--- src/rtl/stsg_pkg.sv ---
package stsg_pkg;
  localparam int STAGES = 3;
  localparam int IDX_W  = $clog2(STAGES);
  localparam int STS_W  = 8;

  localparam logic [STS_W-1:0] STS_BOOT   = 8'hFF;
  localparam logic [STS_W-1:0] STS_NOCERT = 8'h00;

  typedef enum logic [1:0] {
    PH_LAUNCH,
    PH_WAIT,
    PH_DONE,
    PH_HALT
  } phase_e;

  function automatic logic [STS_W-1:0] stage_code(input logic [IDX_W-1:0] idx);
    return STS_W'(idx) + STS_W'(1);
  endfunction
endpackage

--- src/rtl/stsg_sequencer.sv ---
module stsg_sequencer
  import stsg_pkg::*;
(
  input  logic              clk,
  input  logic              rst_n,
  input  logic [STAGES-1:0] done_i,
  input  logic [STAGES-1:0] pass_i,
  output logic [STAGES-1:0] start_o,
  output logic              step_o,
  output logic [IDX_W-1:0]  step_idx_o,
  output logic              fail_o,
  output logic              all_ok_o,
  output logic              integ_o
);
  phase_e             phase_q;
  logic [IDX_W-1:0]   cur_q;
  logic [STAGES-1:0]  strobe_q;
  logic [STAGES-1:0]  launch_vec;
  logic               done_sel;
  logic               pass_sel;
  logic               accept;
  logic               last;

  // one select line per stage
  for (genvar g = 0; g < STAGES; g++) begin : g_sel
    assign launch_vec[g] = (cur_q == IDX_W'(g));
  end

  // route the current stage's handshake; other stage bits are ignored
  always_comb begin
    done_sel = 1'b0;
    pass_sel = 1'b0;
    for (int i = 0; i < STAGES; i++) begin
      if (launch_vec[i]) begin
        done_sel = done_i[i];
        pass_sel = pass_i[i];
      end
    end
  end

  assign accept     = (phase_q == PH_WAIT) && done_sel;
  assign last       = (cur_q == IDX_W'(STAGES - 1));
  assign step_o     = accept && pass_sel;
  assign fail_o     = accept && !pass_sel;
  assign step_idx_o = cur_q;
  assign start_o    = strobe_q;
  assign all_ok_o   = (phase_q == PH_DONE);
  assign integ_o    = last && ((phase_q == PH_LAUNCH) || (phase_q == PH_WAIT));

  always_ff @(posedge clk or negedge rst_n) begin
    if (!rst_n) begin
      phase_q  <= PH_LAUNCH;
      cur_q    <= '0;
      strobe_q <= '0;
    end else begin
      strobe_q <= '0;
      unique case (phase_q)
        PH_LAUNCH: begin
          strobe_q <= launch_vec;
          phase_q  <= PH_WAIT;
        end
        PH_WAIT: begin
          if (fail_o) begin
            phase_q <= PH_HALT;
          end else if (step_o) begin
            if (last) begin
              phase_q <= PH_DONE;
            end else begin
              cur_q   <= cur_q + IDX_W'(1);
              phase_q <= PH_LAUNCH;
            end
          end
        end
        PH_DONE: phase_q <= PH_DONE;
        PH_HALT: phase_q <= PH_HALT;
        default: phase_q <= PH_HALT;
      endcase
    end
  end
endmodule

--- src/rtl/stsg_status.sv ---
module stsg_status
  import stsg_pkg::*;
#(
  parameter bit NON_FIPS = 1'b0
) (
  input  logic             clk,
  input  logic             rst_n,
  input  logic             step_i,
  input  logic [IDX_W-1:0] step_idx_i,
  input  logic             fail_i,
  output logic [STS_W-1:0] status_o,
  output logic             fatal_o
);
  logic fatal_q;

  always_ff @(posedge clk or negedge rst_n) begin
    if (!rst_n) fatal_q <= 1'b0;
    else if (fail_i) fatal_q <= 1'b1;
  end
  assign fatal_o = fatal_q;

  if (NON_FIPS) begin : g_nocert
    assign status_o = STS_NOCERT;
  end else begin : g_cert
    logic [STS_W-1:0] code_q;
    always_ff @(posedge clk or negedge rst_n) begin
      if (!rst_n) code_q <= STS_BOOT;
      else if (step_i && !fatal_q) code_q <= stage_code(step_idx_i);
    end
    assign status_o = code_q;
  end
endmodule

--- src/rtl/stsg_gate.sv ---
module stsg_gate #(
  parameter int SRC_W     = 4,
  parameter int INTEG_SRC = 15
) (
  input  logic             req_valid_i,
  input  logic [SRC_W-1:0] req_src_i,
  input  logic             all_ok_i,
  input  logic             integ_i,
  input  logic             fatal_i,
  output logic             req_grant_o
);
  localparam logic [SRC_W-1:0] TAG = SRC_W'(INTEG_SRC);

  logic open_all;
  logic open_integ;

  assign open_all    = all_ok_i && !fatal_i;
  assign open_integ  = integ_i && !fatal_i && (req_src_i == TAG);
  assign req_grant_o = req_valid_i && (open_all || open_integ);
endmodule

--- src/rtl/selftest_gate.sv ---
module selftest_gate
  import stsg_pkg::*;
#(
  parameter bit NON_FIPS  = 1'b0,
  parameter int SRC_W     = 4,
  parameter int INTEG_SRC = 15
) (
  input  logic              clk,
  input  logic              rst_n,
  output logic [STAGES-1:0] st_start,
  input  logic [STAGES-1:0] st_done,
  input  logic [STAGES-1:0] st_pass,
  input  logic              req_valid,
  input  logic [SRC_W-1:0]  req_src,
  output logic              req_grant,
  output logic [STS_W-1:0]  status,
  output logic              fatal
);
  logic             step;
  logic [IDX_W-1:0] step_idx;
  logic             fail;
  logic             all_ok;
  logic             integ;

  stsg_sequencer u_seq (
    .clk        (clk),
    .rst_n      (rst_n),
    .done_i     (st_done),
    .pass_i     (st_pass),
    .start_o    (st_start),
    .step_o     (step),
    .step_idx_o (step_idx),
    .fail_o     (fail),
    .all_ok_o   (all_ok),
    .integ_o    (integ)
  );

  stsg_status #(.NON_FIPS(NON_FIPS)) u_sts (
    .clk        (clk),
    .rst_n      (rst_n),
    .step_i     (step),
    .step_idx_i (step_idx),
    .fail_i     (fail),
    .status_o   (status),
    .fatal_o    (fatal)
  );

  stsg_gate #(.SRC_W(SRC_W), .INTEG_SRC(INTEG_SRC)) u_gate (
    .req_valid_i (req_valid),
    .req_src_i   (req_src),
    .all_ok_i    (all_ok),
    .integ_i     (integ),
    .fatal_i     (fatal),
    .req_grant_o (req_grant)
  );
endmodule

--- config.mk ---
export PLATFORM = sky130hd
export DESIGN_NAME = selftest_gate
export DESIGN_NICKNAME = d
export VERILOG_FILES = /design/src/rtl/stsg_pkg.sv /design/src/rtl/stsg_sequencer.sv /design/src/rtl/stsg_status.sv /design/src/rtl/stsg_gate.sv /design/src/rtl/selftest_gate.sv
export SDC_FILE = /design/constraint.sdc
export NUM_CORES = 1
export LEC_CHECK = 0
export ABC_AREA = 1
export BUFFER_PORTS_ARGS = -buffer_cell sky130_fd_sc_hd__buf_2
export CORE_UTILIZATION = 50
export DETAILED_ROUTE_END_ITERATION = 8
export PLACE_DENSITY = 0.8
export REMOVE_ABC_BUFFERS = 1
export SETUP_SLACK_MARGIN = 0.15
export SYNTH_ARGS = -nofsm -noshare
export SYNTH_HDL_FRONTEND = slang
export SYNTH_SLANG_ARGS = --single-unit
--- constraint.sdc ---
create_clock -name clk -period 3.7 [get_ports clk]
set_clock_uncertainty 0.05 [all_clocks]
set_input_delay 0 -clock clk [delete_from_list [all_inputs] [get_ports clk]]
set_output_delay 0 -clock clk [all_outputs]
set_load 0.02 [all_outputs]
==> metrics.md, run 1 <==
| Metric | Value |
|---|---|
| Post-synth top area share | `27.7%` |
| Async S/R FF share, synth | `100%` |
| Reg clk slew, reported paths | `0.08 ns` |
| Max Freq | `612 MHz` |
| Max-cap viol count | `0` |
| Layout area overhead | `22.1%` |
| Grt total ovfl | `0` |
| Syn Area/Cell | `8.41 um2` |
| CTS Buf Count | `3` |
| Global-route wire length before repair | `2100 um` |
| Ant diodes | `0` |
| # H-tree levels | `1` |
| Top cells by count, synth | `29 x nand2_1, 11 x inv_1, 8 x dfrtp_1` |
| Port bufs | `25` |
| Vias in the first global route | `516` |
| CORE AREA | `1320 um2` |
| Starting Density | `54.9%` |
| Worst-Margin Slew | `0.266 ns` |
| Die Span Y | `40.0 um` |
| Relative slew margins | `82.2%` |
| Rows | `13` |
| Largest area contributor in the synthesized netlist | `dfrtp_1` |
| Crit path required time | `3.65 ns` |
| Root Driver | `clkbuf_4` |
| Power Dens Cells | `292 nW/um2` |
| CP arrival | `1.59 ns` |
| Layout cells sized above 1 | `39.3%` |
| Critical path class | `register to output pin` |
| Yosys warnings | `0` |
| Library cells used by synthesis | `21` |
| Mapped Cells | `86` |
| Number of synthesized flops with an enable pin | `0` |
| Antenna violations before repair | `0` |
| DR vias/cell | `4.78` |
| Cts repair resizes | `0` |
| Setup crit end kind | `output pin` |
| Worst VDD drop | `0.000194 V` |
| Gp weighted congestion | `0.809` |
| DRC | `0` |
| HPWL Detailed | `1100 um` |
| Fin nets | `130` |
| Hold WC Path Type | `input pin to async pin` |
| Vias | `607` |
| Most frequent cell after synthesis | `nand2_1` |
| Post-synthesis cell area | `723 um2` |
| #FFs+latches synth | `12` |
| Clock latency on the worst-skew pair | `0.28 ns` |
| Leakage | `0.534 nW` |
| Setup violations, final | `0` |
| Detailed Route WL | `1360 um` |
| Maximum net fanout on the critical path | `4` |
| Total global-route track usage | `20.3%` |
| IO Count | `26` |
| Startpoint types | `register` |
| Die area | `1600 um2` |
| Worst Reg2Reg Path Length in Cells | `9` |
| Final Hold Fails | `0` |
| Fin crit period | `1.64 ns` |
| Fin crit share | `44.2%` |
| Clock Path Buffers | `2` |
| Die X | `40.0 um` |
| Outcome | `complete, no violations` |
| Pin count of the biggest net entering global routing | `13` |
| Routed len/inst | `10.7 um` |
| Clock sink total | `12` |
| Antenna Violating Nets Remaining | `0` |
| Initial DRC count | `9` |
| Pins Over Slew Limit | `0` |
| CTS tree | `built` |
| RSZ-0062 raised after global routing | `false` |
| Overall Power | `258 uW` |
| Sequential area share after synthesis | `42.2%` |
| Main synth FF type | `dfrtp_1` |
| DR pass1 iterations | `4` |
| Setup TNS Final | `0 ns` |
| Area contributors post-synth | `dfrtp_1 28%, nand2_1 15%, dfstp_2 15%` |
## what timing repair did
| action | in CTS | in global routing |
|---|---|---|
| buffers inserted | 0 | 0 |
| hold buffers | 1 | 0 |
| endpoints found under the hold margin | 12 | 0 |
## flip-flops by register name (all words and copies together) (netlist names)
name,flops
u_sts.status_o,4
u_seq.start_o,3
u_seq.phase_q,2
u_seq.step_idx_o,2
u_sts.fatal_o,1
## power by group
group / total, mW / switching (mW) / internal, mW
Sequential: 0.131 / 0 / 0.131
Combinational: 0.0178 / 0.0100 / 0.00780
Clock: 0.109 / 0.0486 / 0.0599
## metal layers
layer	up-vias	GRT usage, %	part of all wire, %
met4	0	10.3	1.8
met1	271	23.5	45
li1	313	-	-
met5	-	0	0
met2	18	35.5	49
met3	5	3.33	4.6
## area by class of cell
cell class	instances	area [um2]
fillers	120	434
inverters	13	48.8
multi-input cells	57	339
flip-flops and latches	12	305
repair buffers	26	135
well taps	15	18.8
clock buffers	4	36.3
## through the flow
step | setup slack, ns | cells | instance area [um2] | hold WS [ns] | util (%)
after global routing | 1.89 | 127 | 883 | 0.111 | 67.0
after floorplan | 2.28 | 82 | 693 | -0.346 | -
after CTS | 2.05 | 127 | 883 | 0.0797 | 67.0
after global placement | 2.20 | 122 | 837 | -0.166 | 63.5
final | 2.06 | 127 | 883 | 0.0654 | 67.0
after detailed placement | 2.14 | 122 | 837 | -0.160 | 63.5
## cell families after synthesis
group,count (synthesis),synth area share [%]
buffers and inverters,17,10.9
AND/OR/NAND/NOR,49,35.5
flip-flops,12,42.2
adder cells (fa/ha/maj),4,6.92
AO/OA/AOI/OAI,4,4.50
## placed cells by master, fill, tap and decap left out, types with 2 or more instances in the layout
cell type / instances
buf_2: 25
nand4_1: 4
dfrtp_1: 8
ha_1: 4
nand3_2: 2
nor2_1: 4
nand2_4: 2
dfstp_2: 4
inv_1: 11
nand3_1: 2
clkbuf_4: 3
inv_2: 2
nand2_1: 29
nand2_2: 2
## final timing paths
check | from | slack (ns) | to
setup / recovery | u_seq.step_idx_o[0] | 2.06 | req_grant
hold / removal | rst_n | 0.07 | u_seq.start_o[0]
setup reg to reg | u_seq.step_idx_o[0] | 2.14 | u_seq.phase_q[0]
hold reg to reg | u_sts.status_o[2] | 0.42 | u_sts.status_o[2]
max in group asynchronous | rst_n | 3.26 | u_sts.status_o[0]
min in group clk | st_pass[2] | 0.08 | u_sts.status_o[2]
## critical path, cell delays in order, from the launching register on
cell	delay [ns]
dfrtp_1	0.42
inv_1	0.13
ha_1	0.24
nand2_1	0.10
o22ai_1	0.13
nand2_1	0.06
nor2_1	0.07
buf_2	0.16
No activity file was read; power rests on OpenSTA's default activity.
==> run 2: changes to the inputs <==
--- a/config.mk
+++ b/config.mk
@@ -7,9 +7,9 @@
 export LEC_CHECK = 0
 export ABC_AREA = 1
 export BUFFER_PORTS_ARGS = -buffer_cell sky130_fd_sc_hd__buf_2
-export CORE_UTILIZATION = 50
+export CORE_UTILIZATION = 42
 export DETAILED_ROUTE_END_ITERATION = 8
-export PLACE_DENSITY = 0.8
+export PLACE_DENSITY = 0.72
 export REMOVE_ABC_BUFFERS = 1
 export SETUP_SLACK_MARGIN = 0.15
 export SYNTH_ARGS = -nofsm -noshare
==> constraint.sdc (replaced) <==
create_clock -name clk -period 1.45 [get_ports clk]
set_clock_uncertainty 0.05 [all_clocks]
set_input_delay 0 -clock clk [delete_from_list [all_inputs] [get_ports clk]]
set_output_delay 0 -clock clk [all_outputs]
set_load 0.02 [all_outputs]
==> run 2 against run 1 <==
  * The flow now finishes with violations (design-rule violations, negative setup slack)
  * Setup slack got worse by 2.1 ns
  * Non-clock buffer count increased by 8
  * Largest power group unchanged
  * First-iteration DRC count increased by 100%
  * Register-to-register slack got worse by 2.2 ns
  * Clock-buffer cell count stayed put
==> metrics.md, run 2 (synthesis gave the netlist of run 1 again) <==
| Metric | Value |
|---|---|
| Outcome | `finished with violations (was complete, no violations)` |
| Failing checks | `design-rule violations, negative setup slack` |
| Maximum net fanout on the critical path | `4 (unchanged)` |
| Final Hold Fails | `0 (unchanged)` |
| Fin nets | `138 (was 130)` |
| Gp weighted congestion | `0.795 (was 0.809)` |
| CTS Buf Count | `3 (unchanged)` |
| Startpoint types | `register (unchanged)` |
| Reg-to-Reg End | `u_seq.step_idx_o[1] (was u_seq.phase_q[0])` |
| DR pass1 iterations | `6 (was 4)` |
| Reg-to-reg setup timing slack | `-0.02 ns (was 2.14 ns)` |
| Clock sink total | `12 (unchanged)` |
| Die Span Y | `43.5 um (was 40.0 um)` |
| HPWL Detailed | `1060 um (was 1100 um)` |
| Vias in the first global route | `634 (was 516)` |
| Detailed Route WL | `1590 um (was 1360 um)` |
| DR vias/cell | `4.89 (was 4.78)` |
| Clock latency on the worst-skew pair | `0.28 ns (about the same)` |
| CP bufs+invs | `2 (unchanged)` |
| Most frequent cells in the layout | `25 x nand2_1, 24 x buf_2, 9 x inv_1 (was 29 x nand2_1, 25 x buf_2, 11 x inv_1)` |
| Crit path capture | `req_grant (unchanged)` |
| Commonest non-fill, non-tap cell in the layout | `nand2_1 (unchanged)` |
| Worst-Margin Slew | `0.279 ns (was 0.266 ns)` |
| Worst VDD drop | `0.000450 V (was 0.000194 V)` |
| CP cell instances | `inv_4 -> ha_4 -> nand2_2 -> o22ai_2 -> nand2_1 -> nor2_1 -> buf_4 (was inv_1 -> ha_1 -> nand2_1 -> o22ai_1 -> nand2_1 -> nor2_1 -> buf_2)` |
| Die area | `1890 um2 (was 1600 um2)` |
| Reg2reg start | `u_seq.step_idx_o[1] (was u_seq.step_idx_o[0])` |
| Layout area overhead | `41.7% (was 22.1%)` |
| Max-cap viol count | `0 (unchanged)` |
| Setup violations, final | `3 (was 0)` |
| Hold WC Path Type | `input pin to async pin (unchanged)` |
| Global-route wire length before repair | `2720 um (was 2100 um)` |
| CORE AREA | `1560 um2 (was 1320 um2)` |
| Routed len/inst | `11.7 um (was 10.7 um)` |
| Die X | `43.5 um (was 40.0 um)` |
| CTS tree | `built (unchanged)` |
| Antenna violations before repair | `0 (unchanged)` |
| Fin util | `65.7% (was 67.0%)` |
| Critical path class | `register to output pin (unchanged)` |
| CP arrival | `1.44 ns (was 1.59 ns)` |
| DRC | `6 (was 0)` |
| Crit path required time | `1.40 ns (was 3.65 ns)` |
| Clock Path Buffers | `2 (unchanged)` |
| Pin count of the biggest net entering global routing | `13 (unchanged)` |
| Initial DRC count | `18 (was 9)` |
| IO Count | `26 (unchanged)` |
| Relative slew margins | `81.4% (was 82.2%)` |
| Ant diodes | `0 (unchanged)` |
| RSZ-0062 raised after global routing | `true (was false)` |
| Largest stage delay on the critical path | `0.46 ns (was 0.42 ns)` |
| Pins Over Slew Limit | `0 (unchanged)` |
| Reg clk slew, reported paths | `0.09 ns (was 0.08 ns)` |
| Fin crit share | `103%` |
| CP Depth | `7 (unchanged)` |
| CP max-delay cell | `dfrtp_2 (was dfrtp_1)` |
| Setup crit end kind | `output pin (unchanged)` |
| Grt total ovfl | `0 (unchanged)` |
| Layout fillers | `133 (was 120)` |
| Power Dens Cells | `649 nW/um2 (was 292 nW/um2)` |
| Root Driver | `clkbuf_4 (unchanged)` |
| Antenna Violating Nets Remaining | `0 (unchanged)` |
| Worst Reg2Reg Path Length in Cells | `8 (was 9)` |
| CP top delay family | `flip-flops (unchanged)` |
| Total global-route track usage | `19.9% (was 20.3%)` |
| Leakage | `0.568 nW (was 0.534 nW)` |
| Vias | `665 (was 607)` |
| Overall Power | `665 uW (was 258 uW)` |
| Final Worst Setup Slack | `-0.0440 ns (was 2.06 ns)` |
| # H-tree levels | `1 (unchanged)` |
| Critical path launch point | `u_seq.step_idx_o[0] (unchanged)` |
| Layout cells sized above 1 | `52.5% (was 39.3%)` |
| Port bufs | `25 (unchanged)` |
| Rows | `14 (was 13)` |
| Max Freq | `669 MHz` |
| Fin crit period | `1.49 ns` |
| Largest register FFs | `4 (unchanged)` |
| Starting Density | `46.4% (was 54.9%)` |
[run 2: area by class of cell]
type / instances / area [um2] / share of cell area [%]
multi-input cells: 57 / 407 / 39.7
repair buffers: 34 / 201 / 19.7
flip-flops and latches: 12 / 307 / 29.9
well taps: 16 / 20.0 / 1.95
clock buffers: 4 / 36.3 / 3.54
inverters: 13 / 53.8 / 5.25
[run 2: power by group]
group | internal, mW | total (mW) | switching, mW
clock network | 0.153 | 0.281 | 0.128
logic | 0.0212 | 0.0491 | 0.0279
registers | 0.335 | 0.335 | 0
total | 0.509 | 0.665 | 0.156
[run 2: how the worst min path moves through the flow]
stage	depth (start not counted)	end
after floorplan	0	u_seq.phase_q[0]
after global placement	1	u_seq.phase_q[1]
after detailed placement	1	u_seq.start_o[0]
after CTS	5	u_sts.fatal_o
after global routing	2	u_seq.phase_q[0]
final	2	u_seq.start_o[1]
[run 2: metrics by stage]
step                setup TNS [ns]  instance area [um2]  hold slack [ns]  instances  setup slack, ns
floorplan                        0                  693           -0.346         82           0.0310
global placement          -0.00870                  861           -0.159        126         -0.00465
detailed placement          -0.185                  861           -0.156        126          -0.0550
CTS                         -0.110                  986           0.0645        135          -0.0395
global route                -0.784                 1020           0.0930        136           -0.132
finish                     -0.0670                 1020           0.0692        136          -0.0440
[run 2: repair_timing]
| action | 4_1_cts | 5_1_grt |
|---|---|---|
| hold buffers | 1 | 0 |
| cloned | 0 | 0 |
| resized for setup | 13 | 7 |
| pin swaps | 6 | 7 |
| setup endpoints to repair | 10 | 10 |
| endpoints found under the hold margin | 12 | 0 |
| setup buffers | 4 | 1 |
[run 2: worst reg2reg max path, stage by stage (launching register included)]
cell and delay [ns]:
dfrtp_1 0.41, buf_6 0.13, ha_4 0.18, inv_4 0.08, nand3_4 0.09, a21oi_4 0.22
nand2_2 0.08, nand2_1 0.07, nand2_1 0.06
[run 2: layer usage]
layer | vias up | GRT usage [%] | routed length [um] | share of wire (%)
li1 | 336 | - | - | -
met1 | 303 | 23.6 | 667 | 42
met2 | 23 | 33.6 | 817 | 51
met3 | 3 | 5.83 | 86 | 5.4
met4 | 0 | 8.13 | 21 | 1.3
met5 | - | 0 | 0 | 0
